===== config.mk =====
export PLATFORM = sky130hd
export DESIGN_NAME = cfgwin_port
export DESIGN_NICKNAME = d
export VERILOG_FILES = /design/src/rtl/cfgwin_pkg.sv /design/src/rtl/cfgwin_decode.sv /design/src/rtl/cfgwin_regs.sv /design/src/rtl/cfgwin_rdmux.sv /design/src/rtl/cfgwin_port.sv
export SDC_FILE = /design/constraint.sdc
export NUM_CORES = 1
export LEC_CHECK = 0
export BUFFER_PORTS_ARGS = -buffer_cell sky130_fd_sc_hd__buf_4
export CAP_MARGIN = 15
export CORE_MARGIN = 2
export CORE_UTILIZATION = 56
export CTS_CLUSTER_SIZE = 12
export DETAILED_ROUTE_END_ITERATION = 12
export PLACE_DENSITY = 0.81
export SYNTH_ARGS = -nofsm -noshare
export SYNTH_HDL_FRONTEND = slang
export SYNTH_SLANG_ARGS = --single-unit

===== constraint.sdc =====
create_clock -name clk -period 2.35 [get_ports clk]
set_input_delay 0.235 -clock clk [delete_from_list [all_inputs] [get_ports clk]]
set_output_delay 0.235 -clock clk [all_outputs]
set_load 0.01 [all_outputs]

===== src/rtl/cfgwin_pkg.sv =====
// Package: shared register numbers and constants for the configuration window.
// Assumes an 8-bit index space; the map below is fixed by the controller.
package cfgwin_pkg;

    localparam int DATA_W = 8;
    localparam int NUM_TIM = 6;

    localparam logic [7:0] IX_CFG     = 8'h50;
    localparam logic [7:0] IX_CTRL    = 8'h51;
    localparam logic [7:0] IX_SEC_TIM = 8'h57;
    localparam logic [7:0] IX_BURST   = 8'h59;
    localparam logic [7:0] IX_SCRATCH = 8'h5B;

    localparam logic [7:0] DEVSEL_MASK = 8'h27;
    localparam logic [7:0] BURST_RST   = 8'h40;
    localparam logic [7:0] SEC_IRQ_BIT = 8'h10;

    // Register number of timing slot s: 0x52..0x56, then 0x58.
    function automatic logic [7:0] tim_index(input int s);
        logic [7:0] s8;
        s8 = s[7:0];
        return (s < 5) ? (8'h52 + s8) : 8'h58;
    endfunction

endpackage


===== src/rtl/cfgwin_decode.sv =====
// Module: cfgwin_decode
// Turns a host address and strobes into per-target strobes for the index and
// data locations. The base is chosen at run time by the strap input.
// Assumes the host drives at most one of wr_en/rd_en per cycle in normal use.
module cfgwin_decode #(
    parameter int ADDR_W   = 10,
    parameter int BASE_PRI = 'h178,
    parameter int BASE_ALT = 'h078,
    parameter int DATA_OFS = 4
) (
    input  logic [ADDR_W-1:0] addr_i,
    input  logic              wr_i,
    input  logic              rd_i,
    input  logic              strap_alt_i,
    output logic              idx_wr_o,
    output logic              idx_rd_o,
    output logic              dat_wr_o,
    output logic              dat_rd_o,
    output logic              rd_miss_o
);
    localparam logic [ADDR_W-1:0] PRI_IDX = BASE_PRI[ADDR_W-1:0];
    localparam logic [ADDR_W-1:0] ALT_IDX = BASE_ALT[ADDR_W-1:0];
    localparam logic [ADDR_W-1:0] PRI_DAT = PRI_IDX + DATA_OFS[ADDR_W-1:0];
    localparam logic [ADDR_W-1:0] ALT_DAT = ALT_IDX + DATA_OFS[ADDR_W-1:0];

    logic hit_idx;
    logic hit_dat;

    // Match the address against the strap-selected pair of locations.
    always_comb begin
        hit_idx = strap_alt_i ? (addr_i == ALT_IDX) : (addr_i == PRI_IDX);
        hit_dat = strap_alt_i ? (addr_i == ALT_DAT) : (addr_i == PRI_DAT);
    end

    // Qualify the strobes with the address match.
    always_comb begin
        idx_wr_o  = wr_i && hit_idx;
        idx_rd_o  = rd_i && hit_idx;
        dat_wr_o  = wr_i && hit_dat;
        dat_rd_o  = rd_i && hit_dat;
        rd_miss_o = rd_i && !hit_idx && !hit_dat;
    end

endmodule


===== src/rtl/cfgwin_regs.sv =====
// Module: cfgwin_regs
// Holds the index register and every writable configuration byte.
// Read-only fields (revision, ID, strap, interrupt status) are not stored here;
// they are merged in by the read path. Writes to unmapped indices are dropped.
module cfgwin_regs
    import cfgwin_pkg::*;
(
    input  logic                  clk,
    input  logic                  rst_n,
    input  logic                  idx_wr_i,
    input  logic                  dat_wr_i,
    input  logic [DATA_W-1:0]     wdata_i,
    output logic [7:0]            index_o,
    output logic [1:0]            cfg_rw_o,
    output logic [DATA_W-1:0]     ctrl_o,
    output logic [DATA_W-1:0]     sec_tim_o,
    output logic [DATA_W-1:0]     burst_o,
    output logic [DATA_W-1:0]     scratch_o,
    output logic [NUM_TIM*8-1:0]  timing_o
);
    logic [7:0]        index_q;
    logic [1:0]        cfg_rw_q;
    logic [DATA_W-1:0] ctrl_q;
    logic [DATA_W-1:0] sec_tim_q;
    logic [DATA_W-1:0] burst_q;
    logic [DATA_W-1:0] scratch_q;

    // Index register: loaded by a write to the index location.
    always_ff @(posedge clk) begin
        if (!rst_n)        index_q <= '0;
        else if (idx_wr_i) index_q <= wdata_i;
    end

    // Configuration byte: only the top two bits are storage.
    always_ff @(posedge clk) begin
        if (!rst_n)                              cfg_rw_q <= '0;
        else if (dat_wr_i && index_q == IX_CFG)  cfg_rw_q <= wdata_i[7:6];
    end

    // Control byte: fully writable.
    always_ff @(posedge clk) begin
        if (!rst_n)                              ctrl_q <= '0;
        else if (dat_wr_i && index_q == IX_CTRL) ctrl_q <= wdata_i;
    end

    // Secondary timing/status byte: the interrupt bit position is never stored.
    always_ff @(posedge clk) begin
        if (!rst_n)                                 sec_tim_q <= '0;
        else if (dat_wr_i && index_q == IX_SEC_TIM) sec_tim_q <= wdata_i & ~SEC_IRQ_BIT;
    end

    // Burst-size byte: resets to the 512-byte code.
    always_ff @(posedge clk) begin
        if (!rst_n)                               burst_q <= BURST_RST;
        else if (dat_wr_i && index_q == IX_BURST) burst_q <= wdata_i;
    end

    // Scratch byte: plain storage for presence probing.
    always_ff @(posedge clk) begin
        if (!rst_n)                                 scratch_q <= '0;
        else if (dat_wr_i && index_q == IX_SCRATCH) scratch_q <= wdata_i;
    end

    // One storage byte per timing slot, each decoded from its own index.
    for (genvar s = 0; s < NUM_TIM; s++) begin : g_tim
        localparam logic [7:0] SLOT_IX = tim_index(s);
        logic [DATA_W-1:0] slot_q;

        // Timing slot storage.
        always_ff @(posedge clk) begin
            if (!rst_n)                              slot_q <= '0;
            else if (dat_wr_i && index_q == SLOT_IX) slot_q <= wdata_i;
        end

        assign timing_o[s*8 +: 8] = slot_q;
    end

    assign index_o   = index_q;
    assign cfg_rw_o  = cfg_rw_q;
    assign ctrl_o    = ctrl_q;
    assign sec_tim_o = sec_tim_q;
    assign burst_o   = burst_q;
    assign scratch_o = scratch_q;

    // the index register takes the value written to the index location.
    a_r2_index_load: assert property (@(posedge clk) disable iff (!rst_n)
        idx_wr_i |=> index_q == $past(wdata_i));

    // the scratch byte changes only on a write aimed at it.
    a_r8_scratch_hold: assert property (@(posedge clk) disable iff (!rst_n)
        !(dat_wr_i && index_q == IX_SCRATCH) |=> $stable(scratch_q));

    // the stored copy never carries the interrupt bit.
    a_r6_no_irq_store: assert property (@(posedge clk) disable iff (!rst_n)
        (dat_wr_i && index_q == IX_SEC_TIM) |=> !sec_tim_q[4]);

endmodule


===== src/rtl/cfgwin_rdmux.sv =====
// Module: cfgwin_rdmux
// Selects the byte addressed by the index, merges in live status and fixed
// identity fields, and registers it onto the host read data.
// Assumes identity parameters are constant; REV must be non-zero.
module cfgwin_rdmux
    import cfgwin_pkg::*;
#(
    parameter logic [1:0] REV    = 2'b10,
    parameter logic [1:0] DEV_ID = 2'b01
) (
    input  logic                  clk,
    input  logic                  rst_n,
    input  logic                  idx_rd_i,
    input  logic                  dat_rd_i,
    input  logic                  rd_miss_i,
    input  logic                  strap_alt_i,
    input  logic                  irq_pri_i,
    input  logic                  irq_sec_i,
    input  logic [7:0]            index_i,
    input  logic [1:0]            cfg_rw_i,
    input  logic [DATA_W-1:0]     ctrl_i,
    input  logic [DATA_W-1:0]     sec_tim_i,
    input  logic [DATA_W-1:0]     burst_i,
    input  logic [DATA_W-1:0]     scratch_i,
    input  logic [NUM_TIM*8-1:0]  timing_i,
    output logic [DATA_W-1:0]     rdata_o
);
    logic [DATA_W-1:0] sel_val;
    logic              sel_known;
    logic [DATA_W-1:0] rdata_q;

    // Pick the addressed byte; unknown indices give zero.
    always_comb begin
        sel_val   = '0;
        sel_known = 1'b1;
        case (index_i)
            IX_CFG:     sel_val = {cfg_rw_i, strap_alt_i, DEV_ID, irq_pri_i, REV};
            IX_CTRL:    sel_val = ctrl_i;
            IX_SEC_TIM: sel_val = {sec_tim_i[7:5], irq_sec_i, sec_tim_i[3:0]};
            IX_BURST:   sel_val = burst_i;
            IX_SCRATCH: sel_val = scratch_i;
            default: begin
                sel_known = 1'b0;
                for (int s = 0; s < NUM_TIM; s++) begin
                    if (index_i == tim_index(s)) begin
                        sel_val   = timing_i[s*8 +: 8];
                        sel_known = 1'b1;
                    end
                end
            end
        endcase
    end

    // Read data register: loaded only by a read strobe, held otherwise.
    always_ff @(posedge clk) begin
        if (!rst_n)         rdata_q <= '0;
        else if (idx_rd_i)  rdata_q <= index_i;
        else if (dat_rd_i)  rdata_q <= sel_val;
        else if (rd_miss_i) rdata_q <= '0;
    end

    assign rdata_o = rdata_q;

    // a data read of an index with no register returns zero.
    a_r10_hole_zero: assert property (@(posedge clk) disable iff (!rst_n)
        (dat_rd_i && !sel_known) |=> rdata_q == '0);

    // reads outside the window return zero.
    a_r1_miss_zero: assert property (@(posedge clk) disable iff (!rst_n)
        rd_miss_i |=> rdata_q == '0);

    // the secondary interrupt bit reflects the input at the read.
    a_r6_irq_live: assert property (@(posedge clk) disable iff (!rst_n)
        (dat_rd_i && index_i == IX_SEC_TIM) |=> rdata_q[4] == $past(irq_sec_i));

    // read data holds when no read strobe is accepted.
    a_r11_hold: assert property (@(posedge clk) disable iff (!rst_n)
        !(idx_rd_i || dat_rd_i || rd_miss_i) |=> $stable(rdata_q));

endmodule


===== src/rtl/cfgwin_port.sv =====
// Module: cfgwin_port (top)
// Two-address indexed configuration window: decoder, register storage and
// registered read path, plus the control outputs derived from stored bytes.
// Assumes a synchronous host and synchronous interrupt inputs.
module cfgwin_port
    import cfgwin_pkg::*;
#(
    parameter int         ADDR_W   = 10,
    parameter int         BASE_PRI = 'h178,
    parameter int         BASE_ALT = 'h078,
    parameter logic [1:0] REV      = 2'b10,
    parameter logic [1:0] DEV_ID   = 2'b01
) (
    input  logic                 clk,
    input  logic                 rst_n,
    input  logic [ADDR_W-1:0]    addr,
    input  logic                 wr_en,
    input  logic                 rd_en,
    input  logic [7:0]           wdata,
    output logic [7:0]           rdata,
    input  logic                 strap_alt,
    input  logic                 irq_pri,
    input  logic                 irq_sec,
    output logic                 sec_chan_en,
    output logic                 fast_devsel,
    output logic [3:0]           ra_disable,
    output logic [7:0]           burst_sel,
    output logic [NUM_TIM*8-1:0] timing_bytes
);
    logic              idx_wr, idx_rd, dat_wr, dat_rd, rd_miss;
    logic [7:0]        index;
    logic [1:0]        cfg_rw;
    logic [DATA_W-1:0] ctrl, sec_tim, burst, scratch;

    cfgwin_decode #(
        .ADDR_W  (ADDR_W),
        .BASE_PRI(BASE_PRI),
        .BASE_ALT(BASE_ALT),
        .DATA_OFS(4)
    ) u_decode (
        .addr_i     (addr),
        .wr_i       (wr_en),
        .rd_i       (rd_en),
        .strap_alt_i(strap_alt),
        .idx_wr_o   (idx_wr),
        .idx_rd_o   (idx_rd),
        .dat_wr_o   (dat_wr),
        .dat_rd_o   (dat_rd),
        .rd_miss_o  (rd_miss)
    );

    cfgwin_regs u_regs (
        .clk      (clk),
        .rst_n    (rst_n),
        .idx_wr_i (idx_wr),
        .dat_wr_i (dat_wr),
        .wdata_i  (wdata),
        .index_o  (index),
        .cfg_rw_o (cfg_rw),
        .ctrl_o   (ctrl),
        .sec_tim_o(sec_tim),
        .burst_o  (burst),
        .scratch_o(scratch),
        .timing_o (timing_bytes)
    );

    cfgwin_rdmux #(
        .REV   (REV),
        .DEV_ID(DEV_ID)
    ) u_rdmux (
        .clk        (clk),
        .rst_n      (rst_n),
        .idx_rd_i   (idx_rd),
        .dat_rd_i   (dat_rd),
        .rd_miss_i  (rd_miss),
        .strap_alt_i(strap_alt),
        .irq_pri_i  (irq_pri),
        .irq_sec_i  (irq_sec),
        .index_i    (index),
        .cfg_rw_i   (cfg_rw),
        .ctrl_i     (ctrl),
        .sec_tim_i  (sec_tim),
        .burst_i    (burst),
        .scratch_i  (scratch),
        .timing_i   (timing_bytes),
        .rdata_o    (rdata)
    );

    // Control outputs taken from stored control and timing/status bits.
    always_comb begin
        sec_chan_en = ctrl[3];
        fast_devsel = (ctrl & DEVSEL_MASK) == DEVSEL_MASK;
        ra_disable  = {sec_tim[3], sec_tim[2], ctrl[7], ctrl[6]};
        burst_sel   = burst;
    end

    // a control write with every device-select bit set enables fast devsel.
    a_r5_devsel_on: assert property (@(posedge clk) disable iff (!rst_n)
        (dat_wr && index == IX_CTRL && (wdata & DEVSEL_MASK) == DEVSEL_MASK)
        |=> fast_devsel);

    // secondary enable follows control bit 3 after a control write.
    a_r4_sec_en: assert property (@(posedge clk) disable iff (!rst_n)
        (dat_wr && index == IX_CTRL) |=> sec_chan_en == $past(wdata[3]));

endmodule


==> results of run 1 <==
==> worst max-delay path, cell delays in order, from the launching register on <==
cell and delay [ns]:
dfxtp_1 0.41, nor4bb_2 0.30, buf_4 0.29, nand2_1 0.13, o21ai_0 0.47, o221ai_1 0.24, a41o_1 0.28
==> routing by layer <==
| layer | vias to the layer above | part of all wire, % |
|---|---|---|
| li1 | 2087 | - |
| met1 | 2199 | 46 |
| met2 | 227 | 45 |
| met3 | 22 | 7.0 |
| met4 | 0 | 1.7 |
| met5 | - | 0 |
==> layout make-up <==
class / instances / area, µm²
Tap cell: 108 / 135
Fill cell: 686 / 2580
Multi-Input combinational cell: 387 / 2910
Inverter: 4 / 15.0
Timing Repair Buffer: 120 / 926
Clock buffer: 10 / 138
Clock inverter: 6 / 71.3
Sequential cell: 97 / 1940
==> worst paths after layout <==
path	to	slack (ns)	depth (start not counted)	start
setup reg to reg	u_rdmux.rdata_o[5]$_SDFFE_PN0P_	0.14	6	u_regs.index_o[6]$_SDFFE_PN0P_
hold reg to reg	u_regs.index_o[6]$_SDFFE_PN0P_	0.53	2	u_regs.index_o[6]$_SDFFE_PN0P_
hold / removal	u_regs.burst_o[6]$_SDFFE_PN1P_	0.17	2	rst_n
setup / recovery	u_rdmux.rdata_o[5]$_SDFFE_PN0P_	0.14	6	u_regs.index_o[6]$_SDFFE_PN0P_
==> power by group through the flow <==
| stage | combinational (mW) | clock, mW | sequential [mW] |
|---|---|---|---|
| global route | 0.150 | 1.22 | 1.65 |
| detailed placement | 0.141 | 0 | 1.68 |
| global placement | 0.140 | 0 | 1.68 |
| finish | 0.144 | 1.17 | 1.64 |
| floorplan | 0.0774 | 0 | 1.68 |
| CTS | 0.141 | 1.17 | 1.64 |
==> layout by cell type, fill, tap and decap left out, types with 4 or more instances in the layout <==
master and count:
buf_4 118, dfxtp_1 96, mux2i_1 91, nor2b_1 87, nand2_1 32, nand3_1 18
o21ai_0 15, a21boi_0 13, nor2_1 10, nor3_1 10, a21oi_1 10, clkbuf_8 10
and3_1 8, nand3b_1 6, nand4_4 5, nand4_2 5, nand4_1 5, inv_1 4
mux2_2 4, a211oi_1 4, a221oi_1 4
==> repair_timing <==
| action | in CTS | in global routing |
|---|---|---|
| endpoints found under the setup margin | 0 | 4 |
| resized for setup | 0 | 1 |
| hold buffers | 0 | 0 |
==> through the flow <==
stage                     util, %  std cells  total power, mW
final                        70.4        732             2.96
after global routing         70.4        732             3.02
after CTS                    70.4        732             2.96
after detailed placement     68.0        716             1.82
after global placement       68.0        716             1.82
after floorplan                 -        533             1.76
==> logic make-up after synthesis <==
family,after synthesis,synth area share (%)
AND/OR/NAND/NOR,210,26.8
AO/OA/AOI/OAI,80,11.4
XOR/XNOR,2,0.346
buffers and inverters,49,4.20
multiplexers,95,18.9
flip-flops,97,38.4
==> state kept, by name (all words and copies together), names as in the netlist <==
name,count
u_regs.g_tim.slot_q,48
u_regs.scratch_o,8
u_rdmux.rdata_o,8
u_regs.cfg_rw_o,2
u_regs.ctrl_o,8
u_regs.burst_o,8
u_regs.sec_tim_o,7
u_regs.index_o,8
==> results.cfg, run 1 <==
[grt]
grt_max_degree = 76
antenna_found_initial = 0
grt_usage_pct = 32.9
met1_usage_pct = 48.2
grt.busiest_layer = met2
grt-ovfl-total = 0
grt_pass1_vias = 4248
grt_use_met3_pct = 3.97
grt_pass1_wl_um = 24800
grt_use_met2_pct = 51.0

[floorplan]
io_pins = 95
row_count = 34
start_util_pct = 58.0
core_mm2 = 0.00872
die_h_um = 99.1
dieArea_mm2 = 0.00981
fp.dieW_um = 99.1

[detailed_routing]
drtAntennaViolNets = 0
drt_iter0_markers = 351
vias_per_cell = 6.20
routed_wirelength_um = 16400
drc = 0
drt-wirelength-per-cell_um = 22.4
firstDrtPassIters = 6
vias = 4535

[worst_setup_path]
cp-start-kind = register
crit_arrival_ns = 2.48
cp_data_required_time_ns = 2.63
endpoint_kind = register
path_max_fanout = 16
critPathKind = reg2reg

[layout]
diodes = 0
design_area_mm2 = 0.00614
final_nets = 644
drive_above_1_share_pct = 25.3
areaGrowthSynthToFinish_pct = 21.3

[timing]
setup_violations = 0
final_max_slew_viol_count = 0
max_freq_mhz = 453
min_period_ns = 2.21
tns_ns = 0
period_share_pct = 93.8
skew_ns = 0.0123
whs_ns = 0.170
fin_ws_ns = 0.145
final-hold-violation-count = 0
relSlewSlack_pct = 55.5
worstMarginPinSlew_ns = 0.662
rsz0062_at_grt = no

[synth]
ys_seq_area_share_pct = 38.4
synth.most_common_cell = dfxtp_1
syn_nets = 558
synth_top_area_share_pct = 38.4
synth_ff_type = dfxtp_1
yosysUniqueCellTypes = 63
synth-edff-count = 0
synth-seq-cells = 97
yosys-top-cells-area = dfxtp_1 38%, mux2i_1 18%, nor2b_1 11%
async_reset_ff_share_pct = 0
syn_area_mm2 = 0.00506
syn_avg_cell_area_um2 = 9.49
synthCells = 533
yosysTopAreaCell = dfxtp_1
synthTopCellsByCount = 97 x dfxtp_1, 91 x mux2i_1, 87 x nor2b_1, 32 x nand2_1, 31 x clkbuf_1
yosysWarnings = 0

[flow_run]
drv_cap = 0

[placement]
dpl_worst_slack_ns = 0.121
gp_congestion = 1.02
port_buffers = 94
dpl_cell_area_mm2 = 0.00593
hpwl_um = 11900

[clocking]
worstSkewPairLatency_ns = 0.37
clockRootBuffer = clkbuf_8
numCtsBuffers = 9
clockBufferDepth = 2
cts_tree = done
path_clk_slew_ns = 0.10
postCtsSetupRepairBufs = 0
cts.sinks = 97
h-tree-depth = 3

[pwr]
p_leak_nw = 2.88
pwr-share-clk_pct = 39.5
internal-power_mw = 2.24
pwr-share-seq_pct = 55.6
power_frac_comb_pct = 4.9
p_per_area_mw_per_mm2 = 482
vdd_drop_max_uv = 398
p_switching_mw = 0.722
swShare_pct = 24.4

[hold_path]
hold_class = in2reg

[status]
outcome = finished clean
No activity file was read; power rests on OpenSTA's default activity.
==> run 2: changes to the inputs <==
--- a/config.mk
+++ b/config.mk
@@ -5,13 +5,13 @@
 export SDC_FILE = /design/constraint.sdc
 export NUM_CORES = 1
 export LEC_CHECK = 0
-export BUFFER_PORTS_ARGS = -buffer_cell sky130_fd_sc_hd__buf_4
 export CAP_MARGIN = 15
 export CORE_MARGIN = 2
-export CORE_UTILIZATION = 56
+export CORE_UTILIZATION = 60
 export CTS_CLUSTER_SIZE = 12
 export DETAILED_ROUTE_END_ITERATION = 12
-export PLACE_DENSITY = 0.81
+export DONT_BUFFER_PORTS = 1
+export PLACE_DENSITY = 0.77
 export SYNTH_ARGS = -nofsm -noshare
 export SYNTH_HDL_FRONTEND = slang
 export SYNTH_SLANG_ARGS = --single-unit
==> results.cfg, run 2 (synthesized netlist as in run 1, its figures left out) <==
[worst_setup_path]
endpoint_kind = register
cp-start-kind = register
critPathKind = reg2reg
rr_endpoint = u_rdmux.rdata_o[3]$_SDFFE_PN0P_
reg2reg_slack_ns = 0.07
path_max_fanout = 16
cp_data_required_time_ns = 2.59
worstReg2RegStart = u_regs.index_o[3]$_SDFFE_PN0P_
r2r_cells = 6
crit_arrival_ns = 2.52

[layout]
areaGrowthSynthToFinish_pct = 8.68
final_core_util_pct = 67.3
top_register = u_regs.g_tim.slot_q
largest_reg_flops = 48
drive_above_1_share_pct = 12.0
layout_commonest_cell = dfxtp_1
final_nets = 555
diodes = 0
final_cell_mix = 97 x dfxtp_1, 91 x mux2i_1, 87 x nor2b_1

[timing]
fin_ws_ns = 0.0738
final_max_slew_viol_count = 0
setup_violations = 0
min_period_ns = 2.28
tns_ns = 0
skew_ns = 0.0154
max_freq_mhz = 439
period_share_pct = 96.9
relSlewSlack_pct = 40.8
rsz0062_at_grt = no
final-hold-violation-count = 0
worstMarginPinSlew_ns = 0.885
whs_ns = 0.00719

[grt]
grt_pass1_vias = 3801
grt_max_degree = 76
grt_usage_pct = 34.0
grt-ovfl-total = 0
grt_pass1_wl_um = 22800
antenna_found_initial = 0

[placement]
dpl_worst_slack_ns = 0.141
hpwl_um = 10600
gp_congestion = 0.978
port_buffers = 0

[clocking]
worstSkewPairLatency_ns = 0.37
postCtsSetupRepairBufs = 0
path_clk_slew_ns = 0.09
cts_tree = done
numCtsBuffers = 9
clockRootBuffer = clkbuf_8
cts.sinks = 97
h-tree-depth = 3
clockBufferDepth = 2

[hold_path]
holdPathStages = 1
worstHoldEndpoint = u_regs.g_tim[2].slot_q[7]$_SDFFE_PN0P_
hp-start = rst_n
hold_class = in2reg

[detailed_routing]
routed_wirelength_um = 15400
vias_per_cell = 6.48
vias = 4145
drtAntennaViolNets = 0
drc = 0
firstDrtPassIters = 7
drt-wirelength-per-cell_um = 24.1
drt_iter0_markers = 467

[floorplan]
start_util_pct = 61.9
row_count = 33
die_h_um = 95.8
dieArea_mm2 = 0.00918
io_pins = 95
core_mm2 = 0.00818
fp.dieW_um = 95.8

[pwr]
pwr-share-seq_pct = 56.2
pwr-share-clk_pct = 41.9
total_power_mw = 2.93
p_switching_mw = 0.642
p_per_area_mw_per_mm2 = 533
internal-power_mw = 2.29
swShare_pct = 21.9
power_frac_comb_pct = 1.9
vdd_drop_max_uv = 443
p_leak_nw = 2.42

[status]
outcome = finished clean

[flow_run]
drv_cap = 0
[run 2: critical path: stages, from the launching register on]
cell	delay (ns)
dfxtp_1	0.44
nor4bb_2	0.33
buf_4	0.29
nand2_1	0.11
or3_1	0.33
a211oi_1	0.50
o31ai_1	0.15
[run 2: cell type report]
class                           instances  area, µm²
Fill cell                             659       2680
Clock buffer                           10        128
Tap cell                              105        131
Timing Repair Buffer                   31        268
Clock inverter                          6       91.3
Multi-Input combinational cell        387       2920
Inverter                                4       15.0
Sequential cell                        97       1940
[run 2: power groups by stage]
stage / logic [mW] / registers (mW) / clock network [mW]
3_5_place_dp: 0.0410 / 1.68 / 0
4_1_cts: 0.0509 / 1.65 / 1.23
6_report: 0.0560 / 1.65 / 1.23
5_1_grt: 0.0582 / 1.65 / 1.28
2_1_floorplan: 0.0774 / 1.68 / 0
3_3_place_gp: 0.0410 / 1.68 / 0
[run 2: routing by layer]
metal / wire length, µm / vias up / track usage, %
li1: - / 1907 / -
met3: 1550 / 25 / 6.34
met1: 6770 / 1987 / 49.4
met4: 275 / 0 / 8.81
met5: 0 / - / 0
met2: 6840 / 226 / 51.6
[run 2: stage by stage]
stage / cell area (µm²) / std cells
global route: 5500 / 640
CTS: 5470 / 638
finish: 5500 / 640
detailed placement: 5230 / 620
floorplan: 5060 / 533
global placement: 5230 / 620
[run 2: timing repair]
item / in CTS / in global routing
hold endpoints to repair: 25 / 2
resized for setup: 0 / 3
hold buffers: 2 / 2
endpoints found under the setup margin: 0 / 3
[run 2: worst max path at each step]
stage          slack (ns)                            from                                endpoint
2_1_floorplan        0.45  u_regs.index_o[3]$_SDFFE_PN0P_         u_rdmux.rdata_o[5]$_SDFFE_PN0P_
3_3_place_gp         0.08  u_regs.index_o[3]$_SDFFE_PN0P_         u_rdmux.rdata_o[5]$_SDFFE_PN0P_
3_5_place_dp         0.14  u_regs.index_o[3]$_SDFFE_PN0P_         u_rdmux.rdata_o[5]$_SDFFE_PN0P_
4_1_cts              0.11  u_regs.index_o[3]$_SDFFE_PN0P_         u_rdmux.rdata_o[5]$_SDFFE_PN0P_
5_1_grt              0.01  u_regs.index_o[3]$_SDFFE_PN0P_  u_regs.g_tim[5].slot_q[7]$_SDFFE_PN0P_
6_report             0.07  u_regs.index_o[3]$_SDFFE_PN0P_         u_rdmux.rdata_o[3]$_SDFFE_PN0P_
==> run 3: changes to the inputs <==
--- a/config.mk
+++ b/config.mk
@@ -11,7 +11,7 @@
 export CTS_CLUSTER_SIZE = 12
 export DETAILED_ROUTE_END_ITERATION = 12
 export DONT_BUFFER_PORTS = 1
-export PLACE_DENSITY = 0.77
+export PLACE_DENSITY_LB_ADDON = 0.05
 export SYNTH_ARGS = -nofsm -noshare
 export SYNTH_HDL_FRONTEND = slang
 export SYNTH_SLANG_ARGS = --single-unit
==> results.cfg, run 3 (synthesized netlist as in run 1, its figures left out) <==
[floorplan]
core_mm2 = 0.00818
fp.dieW_um = 95.8
start_util_pct = 61.9
io_pins = 95
dieArea_mm2 = 0.00918
row_count = 33
die_h_um = 95.8

[timing]
worstMarginPinSlew_ns = 0.949
setup_violations = 0
skew_ns = 0.0115
rsz0062_at_grt = no
tns_ns = 0
final_max_slew_viol_count = 0
fin_ws_ns = 0.151
relSlewSlack_pct = 36.5
max_freq_mhz = 455
min_period_ns = 2.20
period_share_pct = 93.6
final-hold-violation-count = 0

[clocking]
path_clk_slew_ns = 0.09
postCtsSetupRepairBufs = 0
h-tree-depth = 3
worstSkewPairLatency_ns = 0.36
cts_tree = done
cts.sinks = 97
clockRootBuffer = clkbuf_8
numCtsBuffers = 9
clockBufferDepth = 2

[layout]
diodes = 0
multi_input_area_mm2 = 0.00291
final_core_util_pct = 67.0
final_cell_mix = 95 x dfxtp_1, 91 x mux2i_1, 87 x nor2b_1
largest_reg_flops = 48
areaGrowthSynthToFinish_pct = 8.31
nFillCells = 683
layout_commonest_cell = dfxtp_1
seq_area_mm2 = 0.00194
drive_above_1_share_pct = 12.3
final_nets = 558
top_register = u_regs.g_tim.slot_q
fin_cells = 643

[pwr]
total_power_mw = 2.71
internal-power_mw = 2.07
p_switching_mw = 0.636
pwr-share-seq_pct = 60.7
p_leak_nw = 2.41
pwr-share-clk_pct = 37.0
vdd_drop_max_uv = 253
p_per_area_mw_per_mm2 = 494
swShare_pct = 23.5
power_frac_comb_pct = 2.3

[detailed_routing]
drc = 0
drt-wirelength-per-cell_um = 24.7
routed_wirelength_um = 15900
vias = 4222
vias_per_cell = 6.57
firstDrtPassIters = 5
drtAntennaViolNets = 0
drt_iter0_markers = 286

[placement]
gp_congestion = 0.932
hpwl_um = 10500
port_buffers = 0
post-place-cells = 621
dpl_worst_slack_ns = 0.0945

[grt]
grt-ovfl-total = 0
grt_pass1_wl_um = 23200
antenna_found_initial = 0
grt_max_degree = 74
grt_usage_pct = 34.6
grt_pass1_vias = 3921

[worst_setup_path]
cp_data_required_time_ns = 2.66
rr_endpoint = u_rdmux.rdata_o[5]$_SDFFE_PN0P_
endpoint_kind = register
path_max_fanout = 16
reg2reg_slack_ns = 0.15
r2r_cells = 6
worstReg2RegStart = u_regs.index_o[6]$_SDFFE_PN0P_
cp-start-kind = register
cp-startpoint = u_regs.index_o[6]$_SDFFE_PN0P_
critPathKind = reg2reg
crit_arrival_ns = 2.51

[hold_path]
hold_class = in2reg
worstHoldEndpoint = u_regs.index_o[2]$_SDFFE_PN0P_
hp-start = wdata[2]
holdPathStages = 2

[status]
outcome = finished clean

[flow_run]
drv_cap = 0
## run 3: changes by cell type in the layout (fill, tap and decap cells not counted), moves of 2 or more
cell / previous run / this run
clkinvlp_4: 0 / 2
dfxtp_2: 0 / 2
dfxtp_1: 97 / 95
bufinv_16: 2 / 0
clkinv_4: 2 / 0
dlygate4sd3_1: 4 / 6
## run 3: layout make-up
class / instances / area share [%]
clock inverter: 6 / 0.776
sequential: 97 / 35.5
multi-input combinational: 387 / 53.1
timing repair buffer: 34 / 5.62
inverter: 4 / 0.274
clock buffer: 10 / 2.33
tap: 105 / 2.40
## run 3: power groups by stage
stage               clock [mW]  sequential (mW)  combinational [mW]
floorplan                    0             1.68              0.0774
detailed placement           0             1.68              0.0407
global route              1.08             1.65              0.0635
global placement             0             1.68              0.0404
finish                    1.00             1.64              0.0617
CTS                       1.02             1.64              0.0543
## run 3: how the worst max path moves through the flow
stage | to | slack, ns | depth (start not counted)
6_report | u_rdmux.rdata_o[5]$_SDFFE_PN0P_ | 0.15 | 6
5_1_grt | u_rdmux.rdata_o[0]$_SDFFE_PN0P_ | 0.07 | 6
4_1_cts | u_rdmux.rdata_o[5]$_SDFFE_PN0P_ | 0.06 | 6
3_5_place_dp | u_rdmux.rdata_o[5]$_SDFFE_PN0P_ | 0.09 | 6
3_3_place_gp | u_rdmux.rdata_o[5]$_SDFFE_PN0P_ | 0.06 | 6
2_1_floorplan | u_rdmux.rdata_o[5]$_SDFFE_PN0P_ | 0.45 | 8
## run 3: through the flow
step           hold WS (ns)  instance area [µm²]
3_3_place_gp          0.310                 5250
6_report            0.00337                 5480
3_5_place_dp          0.319                 5250
2_1_floorplan         0.401                 5060
5_1_grt            0.000401                 5480
4_1_cts            0.000742                 5450
## run 3: layer usage
metal | up-vias | share of wire [%] | GRT usage (%)
met5 | - | 0 | 0
met4 | 0 | 1.2 | 9.52
met3 | 19 | 9.7 | 6.89
met2 | 251 | 45 | 53.1
met1 | 2040 | 44 | 49.4
li1 | 1912 | - | -
## run 3: critical path, stage by stage (launching register included)
cell and delay, ns:
dfxtp_1 0.44, nor4bb_2 0.42, buf_12 0.21, nand2_1 0.14
o32a_1 0.39, o211ai_1 0.33, a41o_1 0.22
## run 3: timing repair
action | 4_1_cts | 5_1_grt
hold buffers | 3 | 3
setup endpoints to repair | 0 | 9
hold endpoints to repair | 23 | 3
gates resized for setup | 0 | 2
